**config.mk**
```make
export PLATFORM = sky130hd
export DESIGN_NAME = exc_entry_ctrl
export DESIGN_NICKNAME = d
export VERILOG_FILES = /design/src/rtl/exc_pkg.sv /design/src/rtl/exc_arbiter.sv /design/src/rtl/exc_vector.sv /design/src/rtl/exc_state.sv /design/src/rtl/exc_entry_ctrl.sv
export SDC_FILE = /design/constraint.sdc
export NUM_CORES = 1
export LEC_CHECK = 0
export ABC_AREA = 1
export BUFFER_PORTS_ARGS = -buffer_cell sky130_fd_sc_hd__buf_2
export CORE_ASPECT_RATIO = 1.5
export CORE_MARGIN = 2
export CORE_UTILIZATION = 46
export DETAILED_ROUTE_END_ITERATION = 8
export HOLD_SLACK_MARGIN = 0.06
export PLACE_DENSITY_LB_ADDON = 0.3
export SKIP_LAST_GASP = 1
export SYNTH_ARGS = -nofsm -noshare
export SYNTH_HDL_FRONTEND = slang
export SYNTH_SLANG_ARGS = --single-unit
```
**constraint.sdc**
```tcl
create_clock -name clk -period 1.7 [get_ports clk]
set_clock_uncertainty 0.1 [all_clocks]
set_input_delay 0.085 -clock clk [delete_from_list [all_inputs] [get_ports clk]]
set_output_delay 0.085 -clock clk [all_outputs]
set_load 0.01 [all_outputs]
```
**src/rtl/exc_pkg.sv**
```systemverilog
package exc_pkg;
  localparam int NUM_EV  = 7;
  localparam int CAUSE_W = 3;

  // request index: lower index wins
  localparam int EV_RESET = 0;
  localparam int EV_ADDR  = 1;
  localparam int EV_RSVD  = 2;
  localparam int EV_FPE   = 3;
  localparam int EV_TRAP  = 4;
  localparam int EV_SBI   = 5;
  localparam int EV_EI    = 6;

  // cause code = request index + 1
  typedef enum logic [CAUSE_W-1:0] {
    CAUSE_NONE  = 3'd0,
    CAUSE_RESET = 3'd1,
    CAUSE_ADDR  = 3'd2,
    CAUSE_RSVD  = 3'd3,
    CAUSE_FPE   = 3'd4,
    CAUSE_TRAP  = 3'd5,
    CAUSE_SBI   = 3'd6,
    CAUSE_EI    = 3'd7
  } cause_e;

  localparam logic [31:0] VEC_RESET     = 32'h0000_0000;
  localparam logic [31:0] VEC_SBI       = 32'h0000_0010;
  localparam logic [31:0] VEC_RSVD      = 32'h0000_0020;
  localparam logic [31:0] VEC_ADDR      = 32'h0000_0030;
  localparam logic [31:0] VEC_TRAP_BASE = 32'h0000_0040;
  localparam logic [31:0] VEC_EI        = 32'h0000_0080;
  localparam logic [31:0] VEC_FPE       = 32'h0000_0090;
endpackage

```
**src/rtl/exc_arbiter.sv**
```systemverilog
module exc_arbiter
  import exc_pkg::*;
#(
  parameter int N = NUM_EV
) (
  input  logic         clk,
  input  logic         rst_n,
  input  logic [N-1:0] req,
  input  logic         ie,
  output logic [N-1:0] grant,
  output cause_e       cause,
  output logic         any
);
  logic [N-1:0] req_m;
  logic [N:0]   seen;

  always_comb begin
    req_m        = req;
    req_m[EV_EI] = req[EV_EI] & ie;
  end

  assign seen[0] = 1'b0;

  generate
    for (genvar g = 0; g < N; g++) begin : g_chain
      assign grant[g]  = req_m[g] & ~seen[g];
      assign seen[g+1] = seen[g] | req_m[g];
    end
  endgenerate

  assign any = seen[N];

  always_comb begin
    cause = CAUSE_NONE;
    for (int k = 0; k < N; k++) begin
      if (grant[k]) cause = cause_e'(CAUSE_W'(k + 1));
    end
  end

  // never more than one winner
  a_r1_single_grant: assert property (@(posedge clk) disable iff (!rst_n)
    $onehot0(grant));

  // masked interrupt never wins
  a_r7_ei_masked: assert property (@(posedge clk) disable iff (!rst_n)
    (req[EV_EI] && !ie) |-> !grant[EV_EI]);
endmodule

```
**src/rtl/exc_vector.sv**
```systemverilog
module exc_vector
  import exc_pkg::*;
#(
  parameter int PC_W   = 32,
  parameter int TRAP_W = 4
) (
  input  logic              clk,
  input  logic              rst_n,
  input  cause_e            cause,
  input  logic [TRAP_W-1:0] trap_num,
  input  logic [PC_W-1:0]   cur_pc,
  input  logic [PC_W-1:0]   next_pc,
  input  logic [PC_W-1:0]   bpc,
  output logic [PC_W-1:0]   vec_addr,
  output logic [PC_W-1:0]   bpc_next,
  output logic [PC_W-1:0]   ret_pc
);
  localparam int             NUM_TRAPS = 1 << TRAP_W;
  localparam logic [PC_W-1:0] TRAP_LAST =
    PC_W'(VEC_TRAP_BASE) + PC_W'(4 * (NUM_TRAPS - 1));

  function automatic logic [PC_W-1:0] entry_vector(cause_e c, logic [TRAP_W-1:0] tn);
    case (c)
      CAUSE_RESET: return PC_W'(VEC_RESET);
      CAUSE_ADDR:  return PC_W'(VEC_ADDR);
      CAUSE_RSVD:  return PC_W'(VEC_RSVD);
      CAUSE_FPE:   return PC_W'(VEC_FPE);
      CAUSE_TRAP:  return PC_W'(VEC_TRAP_BASE) + PC_W'({tn, 2'b00});
      CAUSE_SBI:   return PC_W'(VEC_SBI);
      CAUSE_EI:    return PC_W'(VEC_EI);
      default:     return '0;
    endcase
  endfunction

  // canceled: retry the instruction; completed: skip it; async: resume at next
  function automatic logic [PC_W-1:0] resume_addr(cause_e c, logic [PC_W-1:0] cur,
                                                  logic [PC_W-1:0] nxt);
    case (c)
      CAUSE_ADDR, CAUSE_RSVD: return cur;
      CAUSE_FPE, CAUSE_TRAP:  return cur + PC_W'(4);
      CAUSE_SBI, CAUSE_EI:    return nxt;
      CAUSE_RESET:            return cur;
      default:                return '0;
    endcase
  endfunction

  function automatic logic [PC_W-1:0] word_align(logic [PC_W-1:0] a);
    return {a[PC_W-1:2], 2'b00};
  endfunction

  assign vec_addr = entry_vector(cause, trap_num);
  assign bpc_next = resume_addr(cause, cur_pc, next_pc);
  assign ret_pc   = word_align(bpc);

  // trap entry stays in its word-spaced window
  a_r5_trap_window: assert property (@(posedge clk) disable iff (!rst_n)
    (cause == CAUSE_TRAP) |-> (vec_addr >= PC_W'(VEC_TRAP_BASE) &&
                               vec_addr <= TRAP_LAST && vec_addr[1:0] == 2'b00));
endmodule

```
**src/rtl/exc_state.sv**
```systemverilog
module exc_state #(
  parameter int PC_W   = 32,
  parameter int STAT_W = 8,
  parameter int IE_BIT = 6
) (
  input  logic              clk,
  input  logic              rst_n,
  input  logic              entry,
  input  logic              reset_ev,
  input  logic [PC_W-1:0]   bpc_next,
  input  logic              rte_go,
  input  logic              stat_we,
  input  logic [STAT_W-1:0] stat_wdata,
  output logic [PC_W-1:0]   bpc_q,
  output logic [STAT_W-1:0] status_q,
  output logic [STAT_W-1:0] bstatus_q
);
  localparam logic [STAT_W-1:0] IE_MASK = STAT_W'(1) << IE_BIT;

  always_ff @(posedge clk or negedge rst_n) begin
    if (!rst_n) begin
      bpc_q     <= '0;
      status_q  <= '0;
      bstatus_q <= '0;
    end else if (entry) begin
      bpc_q     <= bpc_next;
      bstatus_q <= status_q;
      status_q  <= reset_ev ? '0 : (status_q & ~IE_MASK);
    end else if (rte_go) begin
      status_q  <= bstatus_q;
    end else if (stat_we) begin
      status_q  <= stat_wdata;
    end
  end

  // interrupts are masked after every entry
  a_r8_ie_cleared: assert property (@(posedge clk) disable iff (!rst_n)
    entry |=> !status_q[IE_BIT]);

  // shadow status holds the pre-entry status word
  a_r8_shadow_copy: assert property (@(posedge clk) disable iff (!rst_n)
    entry |=> bstatus_q == $past(status_q));

  // return reloads status from the shadow
  a_r9_restore: assert property (@(posedge clk) disable iff (!rst_n)
    (rte_go && !entry) |=> status_q == $past(bstatus_q));

  // idle write lands in status
  a_r13_write: assert property (@(posedge clk) disable iff (!rst_n)
    (stat_we && !entry && !rte_go) |=> status_q == $past(stat_wdata));
endmodule

```
**src/rtl/exc_entry_ctrl.sv**
```systemverilog
module exc_entry_ctrl
  import exc_pkg::*;
#(
  parameter int PC_W   = 32,
  parameter int TRAP_W = 4,
  parameter int STAT_W = 8,
  parameter int IE_BIT = 6
) (
  input  logic              clk,
  input  logic              rst_n,
  input  logic              req_reset,
  input  logic              req_addr_exc,
  input  logic              req_rsv_instr,
  input  logic              req_fp_exc,
  input  logic              req_trap,
  input  logic [TRAP_W-1:0] trap_num,
  input  logic              req_sys_break,
  input  logic              req_ext_irq,
  input  logic [PC_W-1:0]   cur_pc,
  input  logic [PC_W-1:0]   next_pc,
  input  logic              rte_req,
  input  logic              stat_we,
  input  logic [STAT_W-1:0] stat_wdata,
  output logic              accept,
  output logic              vec_valid,
  output logic [PC_W-1:0]   vec_addr,
  output logic [CAUSE_W-1:0] cause,
  output logic [PC_W-1:0]   bpc_q,
  output logic [STAT_W-1:0] status_q,
  output logic [STAT_W-1:0] bstatus_q,
  output logic              ret_valid,
  output logic [PC_W-1:0]   ret_pc
);
  logic [NUM_EV-1:0] req_vec;
  logic [NUM_EV-1:0] grant;
  cause_e            win_cause;
  logic              any_grant;
  logic [PC_W-1:0]   bpc_next;
  logic              rte_go;

  always_comb begin
    req_vec           = '0;
    req_vec[EV_RESET] = req_reset;
    req_vec[EV_ADDR]  = req_addr_exc;
    req_vec[EV_RSVD]  = req_rsv_instr;
    req_vec[EV_FPE]   = req_fp_exc;
    req_vec[EV_TRAP]  = req_trap;
    req_vec[EV_SBI]   = req_sys_break;
    req_vec[EV_EI]    = req_ext_irq;
  end

  exc_arbiter #(.N(NUM_EV)) u_arb (
    .clk   (clk),
    .rst_n (rst_n),
    .req   (req_vec),
    .ie    (status_q[IE_BIT]),
    .grant (grant),
    .cause (win_cause),
    .any   (any_grant)
  );

  exc_vector #(.PC_W(PC_W), .TRAP_W(TRAP_W)) u_vec (
    .clk      (clk),
    .rst_n    (rst_n),
    .cause    (win_cause),
    .trap_num (trap_num),
    .cur_pc   (cur_pc),
    .next_pc  (next_pc),
    .bpc      (bpc_q),
    .vec_addr (vec_addr),
    .bpc_next (bpc_next),
    .ret_pc   (ret_pc)
  );

  assign rte_go = rte_req & ~any_grant;

  exc_state #(.PC_W(PC_W), .STAT_W(STAT_W), .IE_BIT(IE_BIT)) u_state (
    .clk        (clk),
    .rst_n      (rst_n),
    .entry      (any_grant),
    .reset_ev   (grant[EV_RESET]),
    .bpc_next   (bpc_next),
    .rte_go     (rte_go),
    .stat_we    (stat_we),
    .stat_wdata (stat_wdata),
    .bpc_q      (bpc_q),
    .status_q   (status_q),
    .bstatus_q  (bstatus_q)
  );

  assign accept    = any_grant;
  assign vec_valid = any_grant;
  assign cause     = win_cause;
  assign ret_valid = rte_go;

  // canceled instructions are retried
  a_r2_cancel_bpc: assert property (@(posedge clk) disable iff (!rst_n)
    (accept && (cause == CAUSE_ADDR || cause == CAUSE_RSVD)) |=> bpc_q == $past(cur_pc));

  // asynchronous events resume at the following instruction
  a_r4_next_bpc: assert property (@(posedge clk) disable iff (!rst_n)
    (accept && (cause == CAUSE_SBI || cause == CAUSE_EI)) |=> bpc_q == $past(next_pc));

  // a grant suppresses a return in the same cycle
  a_r10_rte_blocked: assert property (@(posedge clk) disable iff (!rst_n)
    (rte_req && accept) |=> !status_q[IE_BIT]);
endmodule

```
* Word-level counts from Yosys, hierarchy flattened
Index checks and enable logic that the tools add are counted.
Operators by class: reduce and logical (&&, ||, !) cells 5, add/sub/neg operators 2, multiplexer cells 13, eq/ne operators 8, bitwise logic cells 21
Operators by type and width (count):
- $pmux W32 S6 | 1
- $pmux W32 S3 | 1
- $add A32 B3 Y32 const B | 1
- $mux W8 | 4
- $mux W3 | 6
- $eq A3 B3 Y1 const B | 4
- $add A7 B6 Y8 const A | 1
- $and A1 B1 Y1 | 8
- $not A1 Y1 | 7
- $eq A3 B2 Y1 const B | 2
- $or A1 B1 Y1 | 6
- $reduce_or A2 Y1 | 2
- $eq A3 B1 Y1 const B | 1
- $reduce_bool A3 Y1 | 1
- $reduce_or A3 Y1 | 1
- $ne A2 B2 Y1 const B | 1
- $reduce_and A2 Y1 | 1
- $mux W1 | 1
Storage, ports and cells: logic and storage cells 53, output and inout bits 118, input bits 87, register bits 48

* Longest topological paths before layout
depth after elaboration 11, mapped depth 10, mapped depth without buffers 9

* By module
Synthesis repeated with hierarchy kept, for this count alone.
Second synthesis, totals: cell total of the unflattened synthesis 664, area, all modules 4194.0 um2
By module, submodules not included:
- exc_vector | sequential area each 0.0 um2, cells an instance 407, area an instance 2085.8 um2, instances 1
- exc_state | sequential area each 1201.2 um2, cells an instance 226, area an instance 1921.8 um2, instances 1
- exc_arbiter | sequential area each 0.0 um2, cells an instance 28, area an instance 168.9 um2, instances 1
- exc_entry_ctrl | sequential area each 0.0 um2, cells an instance 3, area an instance 17.5 um2, instances 1

* Least setup slack after synthesis
No wires, ideal clock.
path type register to register, from reg u_state.status_q[6], to reg u_state.bpc_q[31], library setup time 0.124 ns, path slack 0.316 ns, clock period less this slack 1.384 ns, required time 1.476 ns, path buffers 1, arrival 1.159 ns, stages on the path, launching flop included 10, cells stage by stage dfrtp_1 -> nand2_2 -> inv_1 -> o21ai_2 -> inv_2 -> buf_6 -> nand2_1 -> nand2_1 -> inv_1 -> nand3_1
On the way: longest elaborated chain between the ends 6, elaborated cells on any way between the ends 15, classes of those cells 7 x eq/ne; 2 x mux; 3 x bitwise; 3 x reduce/logical
Ends and longest elaborated chain:
- start, declared | line exc_state.sv:15 | output logic [STAT_W-1:0] status_q,
- start signal, assigned | line exc_state.sv:28 | status_q <= reset_ev ? '0 : (status_q & ~IE_MASK);
- start signal, assigned | line exc_state.sv:30 | status_q <= bstatus_q;
- start signal, assigned | line exc_state.sv:32 | status_q <= stat_wdata;
- $and A1 B1 Y1 (*) | line exc_arbiter.sv:19 | req_m[EV_EI] = req[EV_EI] & ie;
- $and A1 B1 Y1 | line exc_arbiter.sv:26 | assign grant[g] = req_m[g] & ~seen[g];
- $mux W3 | line exc_arbiter.sv:36 | if (grant[k]) cause = cause_e'(CAUSE_W'(k + 1));
- $eq A3 B2 Y1, or another cell as far along | line exc_vector.sv:38 | case (c)
- $reduce_or A3 Y1 (no line) / $reduce_or A2 Y1 (equally long branches)
- $pmux W32 S3 | line exc_vector.sv:38
- end signal, assigned | line exc_state.sv:26 | bpc_q <= bpc_next;
- end, declared | line exc_state.sv:14 | output logic [PC_W-1:0] bpc_q,
Mark *: on every way between the ends. The rest lies on a longest branch, timed or not. A chain may end at the register's enable or synchronous reset.

* Worst setup path after layout
from in cur_pc[4], to reg u_state.bpc_q[31]
On the way: longest elaborated chain between the ends 2
Ends and longest elaborated chain:
- start, declared | line exc_entry_ctrl.sv:19 | input logic [PC_W-1:0] cur_pc,
- $add A32 B3 Y32 | line exc_vector.sv:40 | CAUSE_FPE, CAUSE_TRAP: return cur + PC_W'(4);
- $pmux W32 S3 | line exc_vector.sv:38
Every way passes these cells.

==> out/metrics.csv <==
stage,metric,value,unit
status,status,completed,
setup_path,cp_slowest_cell,dlygate4sd3_1,
finish,final_area,5400,um2
global_route,grt_max_degree,32,
setup_path,crit_start,cur_pc[4],
setup_path,crit_end,u_state.bpc_q[31],
timing,setup_violations,0,
global_route,grt_pass1_wl,20200,um
setup_path,critical_path_class,in -> reg,
timing,hold_viol_final,0,
drt,route.met2.wl,6880,um
synthesis,synth_cell_type_count,29,
synthesis,ys_ff_latch,48,
placement,place_congestion,0.889,
synthesis,syn_area_per_cell,6.35,um2
setup_path,end_kind,flop,
global_route,antenna_found_initial,0,
setup_path,cp_max_fo,6,
drt,routed.top_layer,met4,
synthesis,synth_ff_type,dfrtp_1,
placement,place_ws,0.226,ns
drt,dr_total_vias,4698,
power,clkPwrFrac,36.6,%
power,comb_power_share,24.2,%
timing,finalSetupTns,0,ns
drt,final_antenna_net_count,0,
floorplanning,core,8360,um2
floorplanning,ios,205,
synthesis,async_flop_share,100,%
clocking,clkTransAtPathRegs,0.07,ns
synthesis,synth_area_leader_cell,dfrtp_1,
finish,final_common_cell,nand2_1,
floorplanning,row_count,41,
finish,nets,909,
timing,worst_slack,0.0287,ns
placement,dp_hpwl,9690,um
clocking,cts_max_level,2,
floorplanning,die_w,79.5,um
drt,wl_met3,925,um
setup_path,r2r_end,u_state.bpc_q[25],
clocking,cts_made_buffers,5,
finish,final_cell_mix,"200 x nand2_1, 176 x buf_2, 97 x nand3_1, 67 x inv_1, 58 x dlygate4sd3_1",
clocking,clk_path_buf_depth,2,
floorplanning,initial_core_util,47.0,%
clocking,tritoncts,done,
global_route,grt_pass1_vias,4491,
power,peakVddDrop,0.522,mV
setup_path,rr_worst_depth,9,
drt,wl,13200,um
timing,tightest_slew,0.551,ns
global_route,grt_overflow,0,
setup_path,start_kind,input port,
floorplanning,die_h,117,um
clocking,root_buffer,clkbuf_16,
power,p_leak,2.85,nW
setup_path,r2r_start,u_state.status_q[6],
finish,fillers,754,
synthesis,synthCells,619,
synthesis,syn_area,3930,um2
timing,rsz0062_at_grt,yes,
placement,io_buffers,176,
finish,num_antenna_cells,0,
power,power.density,592,nW/um2
power,fin_total_pwr,3.20,mW
synthesis,synth_area_leaders,"dfrtp_1 31%, nand2_1 19%, nand3_1 12%",
placement,dp.cells,863,
timing,period_share,98.3,%
finish,fin_cells,929,
synthesis,ys_seq_area_share,30.6,%
floorplanning,die_area,9310,um2
timing,drv_slew,0,
timing,fin_crit,1.67,ns
power,swShare,29.7,%
drt,first_iter_violations,309,
finish,drive_above_1_share,27.7,%
clocking,clk_latency,0.29,ns
setup_path,r2r_slack,0.23,ns
timing,timing.fmax,598,MHz
setup_path,critPathMaxStageDelay,0.56,ns
worst_hold_path,worstHoldStart,cur_pc[22],
clocking,cts_post_setup_buffers_inserted,0,
synthesis,yosysWarnings,0,
power,p_sw,0.949,mW
finish,post-route-util,64.6,%
clocking,cts_sinks,48,
setup_path,crit_chain,dlygate4sd3_1 > buf_2 > nand2_2 > nor2_1 > nand2_1 > nor2_4 > nand3_1 > nand3_1 > nand3_1,
timing,relSlewSlack,63.2,%
drt,via_per_inst,5.06,
timing,holdWs,0.0663,ns
power,p_seq_share,39.2,%
setup_path,critical_path_arrival,1.75,ns
flow_run,drv_cap,0,
synthesis,yosys.area.top_type_share,30.6,%
drt,wl_met1,4800,um
drt,wl_per_cell,14.2,um
finish,syn_to_final_growth,37.5,%
power,p_int,2.25,mW
synthesis,synth_edf_count,0,
setup_path,crit_top_cell,nand3_1,
worst_hold_path,hold_class,in -> reg,
drt,drt_pass1_iterations,6,
global_route,grt.total_usage,27.7,%
drt,drc,0,
placement,place_area,4610,um2
setup_path,critPathRequiredTime,1.78,ns
registers in the layout (all words and copies together) (netlist names):
| register | count |
|---|---|
| u_state.bpc_q | 32 |
| u_state.bstatus_q | 8 |
| u_state.status_q | 8 |
worst max-delay path: cells and delay by family:
| family | cells | cell delay [ns] |
|---|---|---|
| simple gates | 7 | 0.93 |
| buf+inv | 2 | 0.74 |
kinds of logic after synthesis:
family | count (synthesis) | share of synthesized area [%]
compound gates | 38 | 5.80
fa+ha+maj | 1 | 0.318
other cells | 1 | 0.0954
buf+inv | 149 | 21.2
mux | 1 | 0.382
simple gates | 381 | 41.6
flops | 48 | 30.6
area by class of cell:
class                   instances  area (um2)  share of cell area, %
flip-flops and latches         48        1200                   22.2
multi-input cells             449        2030                   37.6
clock inverters                 3        46.3                  0.857
repair buffers                247        1600                   29.6
well taps                     107         134                   2.48
clock buffers                   5         125                   2.32
inverters                      70         263                   4.86
routing by layer:
layer | vias to the layer above | global-route usage [%]
met1 | 2129 | 28.1
met4 | 0 | 15.1
met3 | 43 | 4.29
li1 | 2279 | -
met5 | - | 0
met2 | 247 | 53.1
cell usage after synthesis, types with 5 or more instances:
master	number
nor2_1	55
buf_2	7
o21ai_0	19
nand4_1	11
nand3_1	98
buf_4	63
clkbuf_1	5
o21ai_1	6
nand2_1	201
o2111ai_1	6
dfrtp_1	48
nor2_2	5
inv_1	68
timing repair:
item,in CTS,in global routing
gates resized for setup,0,14
hold buffers,58,0
endpoints found under the hold margin,60,0
setup endpoints to repair,0,19
worst min path at each step:
stage,endpoint,slack (ns),depth (start not counted)
final,u_state.bpc_q[22],0.07,5
after detailed placement,u_state.status_q[5],-0.002,1
after global routing,u_state.bpc_q[20],0.08,4
after floorplan,u_state.bpc_q[0],-0.31,0
after CTS,u_state.bpc_q[22],0.06,5
after global placement,u_state.status_q[2],-0.01,1
power groups by stage:
stage	Sequential [mW]	Clock (mW)	Combinational (mW)
CTS	1.25	1.20	0.766
global route	1.26	1.23	0.856
floorplan	1.30	0	0.406
finish	1.25	1.17	0.776
detailed placement	1.27	0	0.660
global placement	1.27	0	0.652
Power figures use the tool's default switching activity.
